[src/rtl/msgbuf_pkg.sv]
`timescale 1ns/1ps
// Shared field positions and write-access rules for the message buffer flags.
// Assumes the control byte carries at least NFLAG bits.
package msgbuf_pkg;
    localparam int UPD_B  = 0;  // data-updated
    localparam int HOLD_B = 1;  // transmit-hold
    localparam int REQ_B  = 2;  // request
    localparam int RDY_B  = 3;  // ready
    localparam int DIR_B  = 4;  // direction, 1 = transmit
    localparam int OVEN_B = 5;  // overwrite-enable
    localparam int OVF_B  = 6;  // overwrite-seen
    localparam int NFLAG  = 7;

    typedef enum logic [2:0] {
        WR_FREE,      // processor writes 0 and 1
        WR_CLR_ONLY,  // processor may only clear
        WR_TX_ONLY,   // writable only in transmit direction
        WR_DIR_DEP,   // free in transmit, clear-only in receive
        WR_NONE       // no storage behind this position
    } wr_rule_e;

    function automatic wr_rule_e rule_of(input int b);
        case (b)
            UPD_B:                       return WR_DIR_DEP;
            HOLD_B:                      return WR_TX_ONLY;
            REQ_B, RDY_B, DIR_B, OVEN_B: return WR_FREE;
            OVF_B:                       return WR_CLR_ONLY;
            default:                     return WR_NONE;
        endcase
    endfunction
endpackage

[src/rtl/msgbuf_wr_decode.sv]
`timescale 1ns/1ps
// Turns a masked processor write into per-bit set and clear requests,
// applying the access rule of each position against the current direction.
// Assumes dir_tx is the registered direction before this write.
module msgbuf_wr_decode
    import msgbuf_pkg::*;
#(
    parameter int CTRL_W = 8
) (
    input  logic              cpu_wr,
    input  logic [CTRL_W-1:0] cpu_wmask,
    input  logic [CTRL_W-1:0] cpu_wdata,
    input  logic              dir_tx,
    output logic [CTRL_W-1:0] set_v,
    output logic [CTRL_W-1:0] clr_v
);
    for (genvar gi = 0; gi < CTRL_W; gi++) begin : g_bit
        localparam wr_rule_e RULE = rule_of(gi);
        logic hit;
        assign hit = cpu_wr & cpu_wmask[gi];
        if (RULE == WR_FREE) begin : g_free
            assign set_v[gi] = hit &  cpu_wdata[gi];
            assign clr_v[gi] = hit & ~cpu_wdata[gi];
        end else if (RULE == WR_CLR_ONLY) begin : g_clr
            assign set_v[gi] = 1'b0;
            assign clr_v[gi] = hit & ~cpu_wdata[gi];
        end else if (RULE == WR_TX_ONLY) begin : g_tx
            assign set_v[gi] = hit &  cpu_wdata[gi] & dir_tx;
            assign clr_v[gi] = hit & ~cpu_wdata[gi] & dir_tx;
        end else if (RULE == WR_DIR_DEP) begin : g_dir
            assign set_v[gi] = hit &  cpu_wdata[gi] & dir_tx;
            assign clr_v[gi] = hit & ~cpu_wdata[gi];
        end else begin : g_none
            logic unused_bit;
            assign unused_bit = hit ^ cpu_wdata[gi];
            assign set_v[gi]  = 1'b0;
            assign clr_v[gi]  = 1'b0;
        end
    end
endmodule

[src/rtl/msgbuf_flag_regs.sv]
`timescale 1ns/1ps
// Flag storage: merges processor set/clear requests with engine events.
// Engine set of data-updated beats a processor clear; soft reset beats both.
// A processor write to request beats a same-cycle transmit completion.
// Assumes rx_accept is already gated by store permission.
module msgbuf_flag_regs
    import msgbuf_pkg::*;
#(
    parameter int CTRL_W = 8
) (
    input  logic              clk,
    input  logic              rst_n,
    input  logic              soft_rst,
    input  logic [CTRL_W-1:0] set_v,
    input  logic [CTRL_W-1:0] clr_v,
    input  logic              rx_accept,
    input  logic              tx_done,
    output logic [CTRL_W-1:0] flags_q
);
    logic [CTRL_W-1:0] nxt;

    // Next-state: processor requests first, then engine and soft-reset overrides.
    always_comb begin
        nxt = (flags_q & ~clr_v) | set_v;
        if (soft_rst)
            nxt[UPD_B] = 1'b0;
        else if (rx_accept)
            nxt[UPD_B] = 1'b1;
        if (soft_rst)
            nxt[OVF_B] = 1'b0;
        else if (rx_accept && flags_q[UPD_B] && flags_q[OVEN_B])
            nxt[OVF_B] = 1'b1;
        if (tx_done && !set_v[REQ_B] && !clr_v[REQ_B])
            nxt[REQ_B] = 1'b0;
        for (int b = NFLAG; b < CTRL_W; b++)
            nxt[b] = 1'b0;
    end

    // Flag register with synchronous active-low reset.
    always_ff @(posedge clk) begin
        if (!rst_n) flags_q <= '0;
        else        flags_q <= nxt;
    end

    // the engine never clears data-updated
    p_upd_kept_r9: assert property (@(posedge clk) disable iff (!rst_n)
        (flags_q[UPD_B] && !soft_rst && !clr_v[UPD_B]) |=> flags_q[UPD_B]);
    // an accepted reception sets data-updated
    p_rx_sets_upd_r7: assert property (@(posedge clk) disable iff (!rst_n)
        (rx_accept && !soft_rst) |=> flags_q[UPD_B]);
    // transmit completion drops the request
    p_txdone_clears_r6: assert property (@(posedge clk) disable iff (!rst_n)
        (tx_done && !set_v[REQ_B]) |=> !flags_q[REQ_B]);
    // transmit-hold frozen in receive direction
    p_hold_locked_r3: assert property (@(posedge clk) disable iff (!rst_n)
        !flags_q[DIR_B] |=> $stable(flags_q[HOLD_B]));
    // store onto unread data records an overwrite
    p_ovr_set_r11: assert property (@(posedge clk) disable iff (!rst_n)
        (rx_accept && flags_q[UPD_B] && flags_q[OVEN_B] && !soft_rst) |=> flags_q[OVF_B]);
endmodule

[src/rtl/msgbuf_gates.sv]
`timescale 1ns/1ps
// Decodes store permission, transmit eligibility and flag readback
// from the registered flags. Purely combinational.
module msgbuf_gates
    import msgbuf_pkg::*;
#(
    parameter int CTRL_W = 8
) (
    input  logic [CTRL_W-1:0] flags_q,
    output logic [CTRL_W-1:0] flags_rd,
    output logic              store_ok,
    output logic              tx_data_ok,
    output logic              tx_remote_ok
);
    logic dir_tx;
    assign dir_tx = flags_q[DIR_B];

    // Gating outputs for the engine.
    always_comb begin
        store_ok     = !dir_tx && (flags_q[OVEN_B] || !flags_q[UPD_B]);
        tx_data_ok   = dir_tx && flags_q[RDY_B] && flags_q[REQ_B]
                       && flags_q[UPD_B] && !flags_q[HOLD_B];
        tx_remote_ok = !dir_tx && flags_q[RDY_B] && flags_q[REQ_B];
    end

    // Readback: hold left set in receive with overwrite enabled forces bit 6.
    always_comb begin
        flags_rd        = flags_q;
        flags_rd[OVF_B] = flags_q[OVF_B]
                          | (!dir_tx && flags_q[HOLD_B] && flags_q[OVEN_B]);
    end

    // a data frame and a remote request are never both eligible
    always_comb begin
        if (tx_data_ok && tx_remote_ok)
            assert (1'b0) else $error("p_tx_exclusive_r10 violated");
    end
endmodule

[src/rtl/msgbuf_handshake.sv]
`timescale 1ns/1ps
// Handshake flags for one message buffer: processor write decode,
// flag storage with engine events, and gating outputs.
// Assumes CTRL_W >= 7 and that event pulses last one cycle.
module msgbuf_handshake
    import msgbuf_pkg::*;
#(
    parameter int CTRL_W = 8
) (
    input  logic              clk,
    input  logic              rst_n,
    input  logic              soft_rst,
    input  logic              cpu_wr,
    input  logic [CTRL_W-1:0] cpu_wmask,
    input  logic [CTRL_W-1:0] cpu_wdata,
    input  logic              rx_done,
    input  logic              tx_done,
    output logic [CTRL_W-1:0] flags_rd,
    output logic              store_ok,
    output logic              tx_data_ok,
    output logic              tx_remote_ok
);
    logic [CTRL_W-1:0] set_v, clr_v, flags_q;
    logic              rx_accept;

    // receptions refused by store permission are dropped here
    assign rx_accept = rx_done & store_ok;

    msgbuf_wr_decode #(.CTRL_W(CTRL_W)) u_dec (
        .cpu_wr    (cpu_wr),
        .cpu_wmask (cpu_wmask),
        .cpu_wdata (cpu_wdata),
        .dir_tx    (flags_q[DIR_B]),
        .set_v     (set_v),
        .clr_v     (clr_v)
    );

    msgbuf_flag_regs #(.CTRL_W(CTRL_W)) u_regs (
        .clk       (clk),
        .rst_n     (rst_n),
        .soft_rst  (soft_rst),
        .set_v     (set_v),
        .clr_v     (clr_v),
        .rx_accept (rx_accept),
        .tx_done   (tx_done),
        .flags_q   (flags_q)
    );

    msgbuf_gates #(.CTRL_W(CTRL_W)) u_gates (
        .flags_q      (flags_q),
        .flags_rd     (flags_rd),
        .store_ok     (store_ok),
        .tx_data_ok   (tx_data_ok),
        .tx_remote_ok (tx_remote_ok)
    );

    // a refused store leaves data-updated and overwrite-seen alone
    p_refused_store_r8: assert property (@(posedge clk) disable iff (!rst_n)
        (rx_done && !store_ok && !soft_rst && !cpu_wr) |=> ($stable(flags_q[UPD_B]) && $stable(flags_q[OVF_B])));
endmodule

[config.mk]
export PLATFORM = sky130hd
export DESIGN_NAME = msgbuf_handshake
export DESIGN_NICKNAME = d
export VERILOG_FILES = /design/src/rtl/msgbuf_pkg.sv /design/src/rtl/msgbuf_wr_decode.sv /design/src/rtl/msgbuf_flag_regs.sv /design/src/rtl/msgbuf_gates.sv /design/src/rtl/msgbuf_handshake.sv
export SDC_FILE = /design/constraint.sdc
export NUM_CORES = 1
export LEC_CHECK = 0
export BUFFER_PORTS_ARGS = -buffer_cell sky130_fd_sc_hd__buf_2
export CAP_MARGIN = 30
export CORE_AREA = 2 2 39 41
export DETAILED_ROUTE_END_ITERATION = 10
export DIE_AREA = 0 0 41 43
export GPL_ROUTABILITY_DRIVEN = 1
export HOLD_SLACK_MARGIN = 0.03
export PLACE_DENSITY = 0.64
export SETUP_SLACK_MARGIN = 0.1
export SYNTH_ARGS = -nofsm -noshare
export SYNTH_HDL_FRONTEND = slang
export SYNTH_SLANG_ARGS = --single-unit
[constraint.sdc]
create_clock -name clk -period 2.63 [get_ports clk]
set_clock_uncertainty 0.05 [all_clocks]
set_input_delay 0.1315 -clock clk [delete_from_list [all_inputs] [get_ports clk]]
set_output_delay 0.1315 -clock clk [all_outputs]
set_load 0.005 [all_outputs]
Word level (Yosys, flattened, before mapping)
Index checks and enable logic that the tools add are counted.
Operators by class
  reductions and logical operators: 21
  bitwise logic cells: 36
  mux-type cells: 2
Operator list (number)
  bitwise AND 1 bit: 24
  logical AND 1 bit: 13
  NOT 1 bit: 8
  bitwise AND 7 bit: 1
  NOT 7 bit: 1
  OR 7 x 6 -> 7 bit: 1
  zero test 1 bit: 5
  OR reduction 2 bit: 2
  2-to-1 mux 1 bit: 2
  logical OR 1 bit: 1
  OR 1 bit: 1
Storage, ports and cells
  output and inout port bits: 11
  flip-flop bits (word level): 7
  logic and storage cells: 62

Longest topological paths before layout
  depth in word-level cells: 7
  depth in mapped cells: 4

Cells and area by module
From an unflattened synthesis, not the netlist that was laid out.
Unflattened totals
  cell total of the unflattened synthesis: 61
  area, all modules: 521.8 µm²
Modules (own cells, without submodules)
  msgbuf_flag_regs: area each 272.8 µm², instances 1, sequential area each 140.1 µm², cells an instance 27
  msgbuf_wr_decode: area each 148.9 µm², instances 1, sequential area each 0.0 µm², cells an instance 18
  msgbuf_gates: area each 93.8 µm², instances 1, sequential area each 0.0 µm², cells an instance 15
  msgbuf_handshake: area each 6.3 µm², instances 1, sequential area each 0.0 µm², cells an instance 1

Least setup slack after synthesis
OpenSTA, ideal clock, no wires.
  path type: flip-flop to output port
  from: reg (tool-made name)
  to: out flags_rd[6]
  stages on the path, launching flop included: 3
  arrival: 0.852 ns
  slack: 1.596 ns
  cells stage by stage: dfxtp_1 -> and2b_2 -> a21o_2
RTL lines
  to (decl): line msgbuf_handshake.sv:18  | output logic [CTRL_W-1:0] flags_rd,

==> impl_results.md <==
* Initial antenna violation count at 0
* CTS HTree Levels at 1
* CP max FO at 9
* Post-synthesis compound-gate area fraction at 14.4%
* Syn avg cell area at 7.87 um2
* Post_cts resized at 0
* P_leak at 0.295 nW
* Root buffer cell: clkbuf_4
* Pins Over Slew Limit at 0
* Largest net degree at the start of global routing at 11
* Vias at 402
* Grt total ovfl at 0
* Top delay family on crit path: flip-flops
* Die area at 1760 um2
* Core box area at 1380 um2
* Pre-antenna DRT Iters at 2
* Vias in the first global route at 371
* Detailed Place HPWL at 728 um
* Hold buffers post-CTS at 0
* Total CTS buffers at 3
* Mux cell area share after synthesis at 7.34%
* Worst setup path category: register to primary output
* Main synth FF type: dfxtp_1
* Row Count at 14
* Antenna viol nets, final at 0
* Chip Width at 41 um
* Post-synth EDFFs at 0
* Synthesis-to-layout area growth at 32.7%
* GPL Wtd Cong at 0.644
* Power Dens Cells at 450 nW/um2
* VDD IR max at 0.187 mV
* Post-layout minimum cycle time at 1.46 ns
* Final design utilization at 39.2%
* WL per Instance at 9.40 um
* Diodes inserted at 0
* Post-Synthesis Cells at 52
* Path length in cells of the critical path at 3
* Bufs on Longest Clock Path at 2
* Worst r2r path cells at 3
* Main combinational cell family by area after synthesis: simple AND/OR/NAND/NOR gates
* Ys Warns at 0
* Tcrit/Tclk final at 55.7%
* Post-synthesis sequential area ratio at 34.3%
* Setup Buffers After CTS at 0
* Worst EP required at 2.45 ns
* Via density at 4.32
* CP endpoint kind: primary output
* Adder-Cell Fraction of Synth Area at 0%
* Hold path depth at 3
* Initial Util at 29.6%
* Worst-path clk slew at 0.05 ns
* Startpoint Class: register
* Final net count at 100
* Crit-path slowest cell: dfxtp_1
* Peak Freq at 683 MHz
* Setup total negative slack at 0 ns
* Max Cap Viol at 0
* Synthesized flop and latch total at 7
* Share of layout cells above drive strength 1 at 45.5%
* Die Y-Extent at 43 um
* Number of remaining DRC errors at 0
* Mapped Area at 409 um2
* Quantity of I/O buffers inserted on ports at 29
* Final-report hold violation count at 0
* Asr flop ratio synth at 0%
* CP cell instances: and2b_2, a21o_2, buf_2
* Global-route wire length before repair at 1360 um
* Post-Synth Simple-Gate Area at 27.2%
* Worst min-delay path category: primary input to register
* XOR/XNOR share of the synthesized area at 0%
* Sink Count at 7
* Synth cell types at 21
* Initial DRC Count at 1
* Power Total at 0.244 mW
* Status: finished clean
* Max incr delay on CP at 0.46 ns
* I/O Pins at 33
* Post-synthesis net count at 74
* CP Data Arrival Time at 1.28 ns
* All-Layer GR Usage at 11.5%
* Clock Latency Late Sink at 0.24 ns
* CTS tree: yes
* Finish-stage setup viols at 0
* WP buf/inv at 1
* RSZ-0062 raised after global routing: false
* Post-Route WL at 874 um
==> cell usage after synthesis, types with 2 or more instances <==
cell type,number,area (um2)
nand2_1,9,33.8
buf_4,7,52.6
dfxtp_1,7,140
nand3_1,4,20.0
a21oi_1,3,15.0
mux2i_1,3,30.0
nor2b_1,3,18.8
a21boi_0,2,15.0
inv_1,2,7.51
==> layout by cell type (no fill, tap or decap), types with 2 or more instances in the layout <==
master / instances
dfxtp_1: 7
nand3_1: 4
nor2b_1: 3
a21oi_1: 3
inv_1: 2
buf_2: 29
clkbuf_4: 3
nand2_1: 9
a21boi_0: 2
mux2i_1: 3
==> final cells by class <==
cell class / instances / area (um2)
clock buffer: 4 / 26.3
fill: 159 / 841
inverter: 2 / 7.51
multi-input combinational: 35 / 204
sequential: 7 / 140
tap: 16 / 20.0
timing repair buffer: 29 / 145
==> path summary, 6_finish.rpt <==
| check | end | startpoint | slack [ns] |
|---|---|---|---|
| worst min-delay path | register | cpu_wdata[5] | 0.09 |
| worst max-delay path | flags_rd[6] | register | 1.17 |
| worst max register to register | u_regs.flags_q[6]$_SDFF_PP0_ | register | 1.61 |
| worst min register to register | u_regs.flags_q[6]$_SDFF_PP0_ | u_regs.flags_q[6]$_SDFF_PP0_ | 0.43 |
==> power by group <==
part	internal [mW]	leakage (nW)	switching (mW)
clock network	0.0576	0.0150	0.0357
registers	0.110	0.0570	0.00437
logic	0.0215	0.223	0.0151
==> through the flow <==
step | hold slack [ns] | setup WS, ns | instances | cell area, um2
final | 0.0915 | 1.17 | 93 | 543
after global routing | 0.105 | 1.10 | 93 | 543
after CTS | 0.0850 | 1.15 | 93 | 543
after detailed placement | 0.347 | 1.42 | 89 | 517
after global placement | 0.336 | 1.42 | 89 | 517
after floorplan | 0.210 | 1.60 | 52 | 409
==> worst reg2reg max path, cell delays in order (launching register included) <==
cell and delay (ns):
dfxtp_1 0.46, and2b_2 0.26, nand3_1 0.08, a21oi_1 0.06
==> per-layer routing <==
layer	up-vias	track usage [%]	routed length, um
li1	216	-	-
met1	167	12.9	359
met2	17	17.5	431
met3	2	1.57	69
met4	0	10.0	14
met5	-	0	0
==> cell families after synthesis <==
| family | Yosys count |
|---|---|
| AO/OA/AOI/OAI | 9 |
| buffers and inverters | 10 |
| flip-flops | 7 |
| multiplexers | 3 |
| other | 1 |
| AND/OR/NAND/NOR | 22 |
Note: power is estimated with default switching activity, not from simulation.
